===== src/rtl/ks_const_pkg.sv =====
`timescale 1ns/1ps
package ks_const_pkg;
  localparam int unsigned WORD_W_DEF  = 32;
  localparam int unsigned N_CONST_DEF = 4;
  localparam logic [N_CONST_DEF-1:0][WORD_W_DEF-1:0] DELTA_DEF =
    {32'h78DF30EC, 32'h79E27C8A, 32'h44626B02, 32'hC3EFE9DB};

  typedef enum logic [1:0] {
    HEAD_HOLD = 2'd0,
    HEAD_LOAD = 2'd1,
    HEAD_STEP = 2'd2,
    HEAD_INIT = 2'd3
  } head_sel_e;
endpackage


===== src/rtl/ks_const_chain.sv =====
`timescale 1ns/1ps
module ks_const_chain #(
  parameter int unsigned WORD_W  = 32,
  parameter int unsigned N_CONST = 4,
  parameter logic [N_CONST-1:0][WORD_W-1:0] DELTA_INIT = ks_const_pkg::DELTA_DEF
) (
  input  logic              clk_i,
  input  logic              rst_ni,
  input  logic              init_i,
  input  logic              shift_i,
  input  logic [WORD_W-1:0] recycle_i,
  output logic [WORD_W-1:0] next_o
);
  // hops back to head each add one left rotation; cancel all but one
  localparam int unsigned FB_ROT = N_CONST - 2;

  logic [N_CONST-1:1][WORD_W-1:0] c_q;
  logic [N_CONST-1:1][WORD_W-1:0] c_d;

  for (genvar k = 1; k < N_CONST; k++) begin : g_stage
    if (k == N_CONST - 1) begin : g_tail
      assign c_d[k] = (recycle_i >> FB_ROT) | (recycle_i << (WORD_W - FB_ROT));
    end else begin : g_mid
      assign c_d[k] = {c_q[k+1][WORD_W-2:0], c_q[k+1][WORD_W-1]};
    end

    always_ff @(posedge clk_i or negedge rst_ni) begin
      if (!rst_ni)      c_q[k] <= DELTA_INIT[k];
      else if (init_i)  c_q[k] <= DELTA_INIT[k];
      else if (shift_i) c_q[k] <= c_d[k];
    end
  end

  assign next_o = c_q[1];

  a_r6_chain_idle: assert property (@(posedge clk_i) disable iff (!rst_ni)
    (!shift_i && !init_i) |=> $stable(c_q));

  a_r5_recycle_inverse: assert property (@(posedge clk_i) disable iff (!rst_ni)
    (shift_i && !init_i) |=>
      (((c_q[N_CONST-1] << FB_ROT) | (c_q[N_CONST-1] >> (WORD_W - FB_ROT))) == $past(recycle_i)));
endmodule


===== src/rtl/ks_const_head.sv =====
`timescale 1ns/1ps
module ks_const_head #(
  parameter int unsigned WORD_W = 32,
  parameter logic [WORD_W-1:0] SEED = 32'hC3EFE9DB
) (
  input  logic                      clk_i,
  input  logic                      rst_ni,
  input  ks_const_pkg::head_sel_e   sel_i,
  input  logic [WORD_W-1:0]         chain_i,
  output logic [WORD_W-1:0]         head_o
);
  import ks_const_pkg::*;

  logic [WORD_W-1:0] head_q, src, rot;

  // one shared rotator behind the two-way select
  assign src = (sel_i == HEAD_LOAD) ? chain_i : head_q;
  assign rot = {src[WORD_W-2:0], src[WORD_W-1]};

  always_ff @(posedge clk_i or negedge rst_ni) begin
    if (!rst_ni) head_q <= SEED;
    else begin
      unique case (sel_i)
        HEAD_INIT:            head_q <= SEED;
        HEAD_LOAD, HEAD_STEP: head_q <= rot;
        default:              head_q <= head_q;
      endcase
    end
  end

  assign head_o = head_q;

  a_r3_step_rotates: assert property (@(posedge clk_i) disable iff (!rst_ni)
    (sel_i == HEAD_STEP) |=>
      (head_q == {$past(head_q[WORD_W-2:0]), $past(head_q[WORD_W-1])}));

  a_r6_head_holds: assert property (@(posedge clk_i) disable iff (!rst_ni)
    (sel_i == HEAD_HOLD) |=> $stable(head_q));

  a_r2_init_seed: assert property (@(posedge clk_i) disable iff (!rst_ni)
    (sel_i == HEAD_INIT) |=> (head_q == SEED));
endmodule


===== src/rtl/ks_const_seq.sv =====
`timescale 1ns/1ps
module ks_const_seq #(
  parameter int unsigned WORD_W  = ks_const_pkg::WORD_W_DEF,
  parameter int unsigned N_CONST = ks_const_pkg::N_CONST_DEF,
  parameter logic [N_CONST-1:0][WORD_W-1:0] DELTA_INIT = ks_const_pkg::DELTA_DEF
) (
  input  logic              clk_i,
  input  logic              rst_ni,
  input  logic              init_i,
  input  logic              round_start_i,
  input  logic              step_i,
  output logic [WORD_W-1:0] const_o
);
  import ks_const_pkg::*;

  head_sel_e         sel;
  logic [WORD_W-1:0] chain_next;
  logic [WORD_W-1:0] head;

  always_comb begin
    if (init_i)             sel = HEAD_INIT;
    else if (round_start_i) sel = HEAD_LOAD;
    else if (step_i)        sel = HEAD_STEP;
    else                    sel = HEAD_HOLD;
  end

  ks_const_chain #(
    .WORD_W(WORD_W), .N_CONST(N_CONST), .DELTA_INIT(DELTA_INIT)
  ) i_chain (
    .clk_i, .rst_ni,
    .init_i,
    .shift_i  (sel == HEAD_LOAD),
    .recycle_i(head),
    .next_o   (chain_next)
  );

  ks_const_head #(
    .WORD_W(WORD_W), .SEED(DELTA_INIT[0])
  ) i_head (
    .clk_i, .rst_ni,
    .sel_i  (sel),
    .chain_i(chain_next),
    .head_o (head)
  );

  assign const_o = head;

  a_r4_round_load: assert property (@(posedge clk_i) disable iff (!rst_ni)
    (round_start_i && !init_i) |=>
      (const_o == {$past(chain_next[WORD_W-2:0]), $past(chain_next[WORD_W-1])}));

  a_r7_init_wins: assert property (@(posedge clk_i) disable iff (!rst_ni)
    init_i |=> (const_o == DELTA_INIT[0]));
endmodule


===== config.mk =====
export PLATFORM = sky130hd
export DESIGN_NAME = ks_const_seq
export DESIGN_NICKNAME = d
export VERILOG_FILES = /design/src/rtl/ks_const_pkg.sv /design/src/rtl/ks_const_chain.sv /design/src/rtl/ks_const_head.sv /design/src/rtl/ks_const_seq.sv
export SDC_FILE = /design/constraint.sdc
export NUM_CORES = 1
export LEC_CHECK = 0
export CAP_MARGIN = 20
export CORE_ASPECT_RATIO = 1.5
export CORE_MARGIN = 2
export CORE_UTILIZATION = 55
export CTS_BUF_LIST = sky130_fd_sc_hd__clkbuf_4 sky130_fd_sc_hd__clkbuf_8
export CTS_CLUSTER_SIZE = 12
export DETAILED_ROUTE_END_ITERATION = 8
export DONT_BUFFER_PORTS = 1
export PLACE_DENSITY = 0.75
export REMOVE_ABC_BUFFERS = 1
export SYNTH_ARGS = -nofsm -noshare
export SYNTH_HDL_FRONTEND = slang
export SYNTH_HIERARCHICAL = 1
export SYNTH_SLANG_ARGS = --single-unit

===== constraint.sdc =====
create_clock -name clk_i -period 1.3 [get_ports clk_i]
set_input_delay 0.195 -clock clk_i [delete_from_list [all_inputs] [get_ports clk_i]]
set_output_delay 0.195 -clock clk_i [all_outputs]
set_load 0.005 [all_outputs]

==> results of run 1 <==
-- metal layers --
layer,up-vias,GRT usage,share of wire
met5,-,0,0
met4,0,0.0855,0.014
met3,14,0.0661,0.039
met2,55,0.338,0.53
met1,1761,0.249,0.41
li1,1624,-,-
-- through the flow --
step	setup WS [ps]	util	area, um2	power [uW]
2_1_floorplan	-5380	-	5390	5310
3_3_place_gp	-468	0.574	5780	5520
3_5_place_dp	-522	0.574	5780	5560
4_1_cts	12.4	0.629	6340	9580
5_1_grt	4.07	0.635	6400	9890
6_report	53.0	0.635	6400	9510
-- cell families after synthesis --
family / share of synthesized area
multiplexers: 0.144
AO/OA/AOI/OAI: 0.100
buffers and inverters: 0.0550
adder cells (fa/ha/maj): 0.00440
flip-flops: 0.578
AND/OR/NAND/NOR: 0.118
-- critical path: stages (launching register included) --
cell and delay (ps):
dfrtp_1 390, mux2i_1 140, nor2_1 50, dlygate4sd3_1 550
-- timing repair --
item,in CTS,in global routing
gates resized for setup,1,1
gates cloned,0,1
setup buffers,0,10
pin swaps,0,3
endpoints found under the setup margin,19,7
hold endpoints to repair,224,220
-- synthesized netlist by cell type (2+ instances only) --
| cell | count |
|---|---|
| nand2_1 | 10 |
| dfstp_2 | 68 |
| ha_1 | 2 |
| nor2_1 | 51 |
| buf_2 | 10 |
| nor2b_1 | 69 |
| a211o_1 | 46 |
| inv_1 | 3 |
| buf_6 | 13 |
| o21ai_0 | 2 |
| o21ai_1 | 8 |
| a21oi_1 | 22 |
| dfrtp_1 | 60 |
| buf_12 | 3 |
| mux2i_1 | 82 |
| clkbuf_1 | 10 |
-- flip-flops by register name (all words and copies together), names as in the netlist --
| signal | cells |
|---|---|
| i_chain/next_o | 32 |
| i_head/head_o | 32 |
| i_chain/c_d | 64 |
-- area by class of cell --
cell class | count | area (um2) | share of cell area
Clock inverter | 10 | 181 | 0.0283
Tap cell | 117 | 146 | 0.0229
Timing Repair Buffer | 36 | 377 | 0.0588
Inverter | 3 | 11.3 | 0.00176
Sequential cell | 128 | 3290 | 0.514
Clock buffer | 22 | 290 | 0.0453
Multi-Input combinational cell | 295 | 2110 | 0.329
-- worst min-delay path by stage --
| stage | from | to |
|---|---|---|
| after global routing | rst_ni | i_chain/c_d[9] |
| after detailed placement | rst_ni | i_chain/c_d[9] |
| after floorplan | rst_ni | i_chain/c_d[0] |
| after global placement | rst_ni | i_chain/c_d[9] |
| final | rst_ni | i_chain/c_d[7] |
| after CTS | rst_ni | i_chain/c_d[7] |
-- power by group --
part           switching (uW)  internal [uW]
sequential                287           4410
combinational             390            443
clock                    1500           2470
==> run metrics, run 1 <==
aggregate routed wire length about 11000 um; Post-synth EDFFs 0; root buffer selected by CTS clkbuf_8; maximum vdd ir drop 0.957 mV; antenna diode count 0; Layout fillers 774; antenna violations before repair 0; result of the run finished, violations left; leakage power summed over all cells 0.00273 uW; sequential share of the synthesized area 0.578; end of the worst register-to-register path i_chain/c_d[26]; final hold violation count 220; Power per Cell Area 1480 mW/mm2; final count of pins violating max slew 0; CTS Buf Count 17; fraction of synthesis flops using an asynchronous set or reset pin 1.00; filler-free cell count of the finished design 611; Post-Route Skew between 10 and 15 ps; clock tree sinks about 130; total iterations of the first detailed-routing run 4; fraction of final layout cells with drive strength greater than 1 0.273; area of the mapped netlist approximately 0.0057 mm2; kind of critical path reg -> reg; Initial Util 0.565; clock network latency to the later pin of the worst-skew pair 440 ps; Min Hold Slack -555 ps; vias per std cell 5.65; RR Startpoint i_chain/c_d[57]; DIE WIDTH 87.1 um; number of cells after detailed placement 564; CP Launch Type register; Worst Hold Class in -> async; Antenna Violating Nets Remaining 0; GR Util All Layers 0.206; die height 129 um; net total in the final layout 488; most common flop cell mapped by yosys dfstp_2; min Tclk post-route 1250 ps; most common cell after layout, fill and taps aside mux2i_1; setup tns final 0 ps; crit path max fanout 2; critical path endpoint category register; global route overflow 0; Clock transition at path regs 70 ps; vias in the first global route 3536; overall die area approximately 0.011 mm2; post-synthesis cell count 463; violation count after the first detailed-route iteration around 230; Cell Rows 45; number of ports placed on the die boundary 37; number of distinct library cells after synthesis 20; number of storage elements in the synthesis netlist about 130; area share of the largest cell type after synthesis 0.314; detailed-route via count approximately 3500; register-to-register setup slack between 50 and 60 ps; total of endpoints with negative setup slack in the final report 0; clock tree buffer depth 2; IO buf count 0; arrival time of data at the critical path endpoint 1560 ps; Placeable Area ~0.010 mm2; Ys Warns 6; clock tree from TritonCTS built; worst-case reg-to-reg path depth 3; highest achievable clock rate ~800 MHz; total half-perimeter wirelength after legalization and detailed placement 6360 um; maximum number of pins on one net before global-route repair 129; final clock period utilization by the worst path 0.959; routed length per instance 17.6 um; violations in the final reports hold timing; Synth Area per Inst approximately 12 um2; required time of the critical path 1620 ps; origin of the worst setup path i_chain/c_d[57]; setup repair after global routing missed its margin no; placer congestion estimate between 0.7 and 0.8; number of H-tree branching levels 4; library cell with the largest summed area after synthesis dfstp_2; relative area change from synthesis to final layout 12.5%; hold buffers post-CTS 8; global-route wire length before repair approximately 18000 um; endpoint of the worst setup timing path i_chain/c_d[26]; transition time of the tightest slew-check pin 636 ps; commonest non-fill, non-tap cells in the layout 82 x mux2i_1, 68 x nor2b_1, 68 x dfstp_2, 60 x dfrtp_1, 50 x nor2_1; worst rel slew slack 0.575; Area contributors post-synth dfstp_2 31%, dfrtp_1 26%, mux2i_1 14%; Maximum Capacitance Violations 0; remaining design rule violation count 0
Note: power is estimated with default switching activity, not from simulation.
==> inputs of run 2 (changes only) <==
--- a/config.mk
+++ b/config.mk
@@ -13,6 +13,7 @@
 export CTS_CLUSTER_SIZE = 12
 export DETAILED_ROUTE_END_ITERATION = 8
 export DONT_BUFFER_PORTS = 1
+export MAX_ROUTING_LAYER = met4
 export PLACE_DENSITY = 0.75
 export REMOVE_ABC_BUFFERS = 1
 export SYNTH_ARGS = -nofsm -noshare
==> constraint.sdc (replaced) <==
create_clock -name clk_i -period 1.2 [get_ports clk_i]
set_input_delay 0.18 -clock clk_i [delete_from_list [all_inputs] [get_ports clk_i]]
set_output_delay 0.18 -clock clk_i [all_outputs]
set_load 0.005 [all_outputs]
==> run 2 against run 1 <==
  * The flow finishes with violations (hold timing, setup timing)
  * Cell count down 4.1%
  * Worst setup slack worse by 56 ps
  * Combinational power down 1%
  * Wire length down 5.4%
  * Global-route usage up 0.12 points
  * Clock power down 12%
  * Non-clock buffer count down 25
  * Critical path depth down 3
  * Clock skew up 1.2 ps
  * Highest routed layer unchanged
  * Register-to-register slack better by 240 ps
  * Critical endpoint is now const_o[18]
  * Largest power group unchanged
  * First-iteration DRC count up 8.0%
  * Total power down 1.1%
==> run metrics, run 2 (synthesis results as in run 1) <==
clock tree buffer depth 2 (unchanged); vias in the first global route 3445 (-2.6%); setup repair after global routing missed its margin yes; IO buf count 0 (unchanged); clock tree sinks 128 (unchanged); filler-free cell count of the finished design 586 (-4.1%); clock tree from TritonCTS built; Placeable Area 0.0101 mm2 (unchanged); Power per Cell Area 1550 mW/mm2 (+4.1%); commonest non-fill, non-tap cells in the layout 82 x mux2i_1, 68 x nor2b_1, 68 x dfstp_2, 60 x dfrtp_1, 50 x nor2_1; total half-perimeter wirelength after legalization and detailed placement 6060 um (-4.8%); most common cell after layout, fill and taps aside mux2i_1; combined flip-flop and latch cell area 0.00329 mm2 (unchanged); arrival time of data at the critical path endpoint 1020 ps (-540 ps); required time of the critical path 1020 ps (-600 ps); DIE WIDTH 87.1 um (unchanged); root buffer selected by CTS clkbuf_8; kind of critical path reg -> out; clock network latency to the later pin of the worst-skew pair 430 ps (about the same); final hold violation count 224 (+1.8%); Initial Util 0.565 (unchanged); CP Launch Type register; global-route wire length before repair 17300 um (-1.8%); vias per std cell 5.67 (+0.25%); antenna diode count 0 (unchanged); final clock period utilization by the worst path 1.00; leakage power summed over all cells 0.00254 uW (-6.8%); routed length per instance 17.4 um (-1.4%); Stages on worst setup path 0 (-3); Maximum Capacitance Violations 0 (unchanged); transition time of the tightest slew-check pin 575 ps (-61.5 ps); worst-case reg-to-reg path depth 2 (-1); placer congestion estimate 0.711 (-1.4%); worst rel slew slack 0.616 (+0.0411); Layout fillers 818 (+5.7%); Clock transition at path regs 70 ps (about the same); worst slack after detailed placement -561 ps (-39.4 ps); critical path endpoint category output pin; Antenna Violating Nets Remaining 0 (unchanged); # Post-CTS Setup Buffers 0 (unchanged); flip-flop count of the largest register, all copies and words added 64 (unchanged); Min Hold Slack -557 ps (-1.45 ps); number of H-tree branching levels 4 (unchanged); number of cells after detailed placement 554 (-1.8%); final worst-path setup slack -3.28 ps (-56.3 ps); maximum number of pins on one net before global-route repair 129 (unchanged); aggregate routed wire length 10200 um (-5.4%); overall die area 0.0112 mm2 (unchanged); antenna violations before repair 0 (unchanged); total of endpoints with negative setup slack in the final report 2 (+2); CTS Buf Count 17 (unchanged); number of ports placed on the die boundary 37 (unchanged); Cell Rows 45 (unchanged); total iterations of the first detailed-routing run 4 (unchanged); violations in the final reports hold timing, setup timing; highest achievable clock rate 831 MHz; area of combinational cells with multiple inputs 0.00211 mm2 (unchanged); violation count after the first detailed-route iteration 244 (+8.0%); crit path max fanout 4 (+2); fraction of final layout cells with drive strength greater than 1 0.243 (-0.0302); Worst Hold Class in -> async; detailed-route via count 3321 (-3.9%); net total in the final layout 463 (-5.1%); die height 129 um (unchanged); remaining design rule violation count 0 (unchanged); GR Util All Layers 0.207 (+0.00124); min Tclk post-route 1200 ps; maximum vdd ir drop 0.799 mV (-16%); relative area change from synthesis to final layout 6.93%; Post-Route Skew 11.4 ps (+1.16 ps); final count of pins violating max slew 0 (unchanged); result of the run finished, violations left; global route overflow 0 (unchanged)
## run 2: timing repair
item	in CTS	in global routing
setup endpoints to repair	44	25
gates resized for setup	1	1
hold endpoints to repair	224	224
## run 2: path summary, 6_finish.rpt
check,slack [ps],to,start
worst max-delay path,-3,const_o[18],i_head/head_o[18]
worst min-delay path,-560,i_chain/c_d[58],rst_ni
worst max register to register,290,i_head/head_o[25],i_head/head_o[24]
worst min register to register,490,i_chain/next_o[9],i_chain/c_d[9]
max in group asynchronous,1490,i_chain/c_d[52],rst_ni
min in group clk_i,-180,i_chain/c_d[7],init_i
## run 2: report_power, final
part	switching, uW	total [uW]	internal [uW]
Sequential	309	5090	4780
Clock	1530	3490	1960
Combinational	397	822	425
Total	2240	9400	7160
## run 2: through the flow
step                power, uW  hold WS, ps   util  area (um2)  TNS [ps]
CTS                      9550         -601  0.603        6080      -631
global route             9860         -601  0.604        6080      -790
global placement         5950         -112  0.565        5690    -17810
detailed placement       5990         -112  0.565        5690    -20640
finish                   9400         -557  0.604        6080     -4.45
floorplan                5750         -116      -        5390   -547730
## run 2: per-layer routing
| layer | vias up | part of all wire | GRT usage |
|---|---|---|---|
| met5 | - | 0 | - |
| met4 | 0 | 0.017 | 0.0901 |
| met3 | 15 | 0.037 | 0.0584 |
| met2 | 48 | 0.53 | 0.322 |
| met1 | 1685 | 0.41 | 0.251 |
| li1 | 1573 | - | - |
## run 2: layout make-up
class,count,area share
timing repair buffer,11,0.0245
multi-input combinational,295,0.346
clock inverter,5,0.00905
sequential,128,0.540
inverter,3,0.00185
tap,117,0.0241
clock buffer,27,0.0539
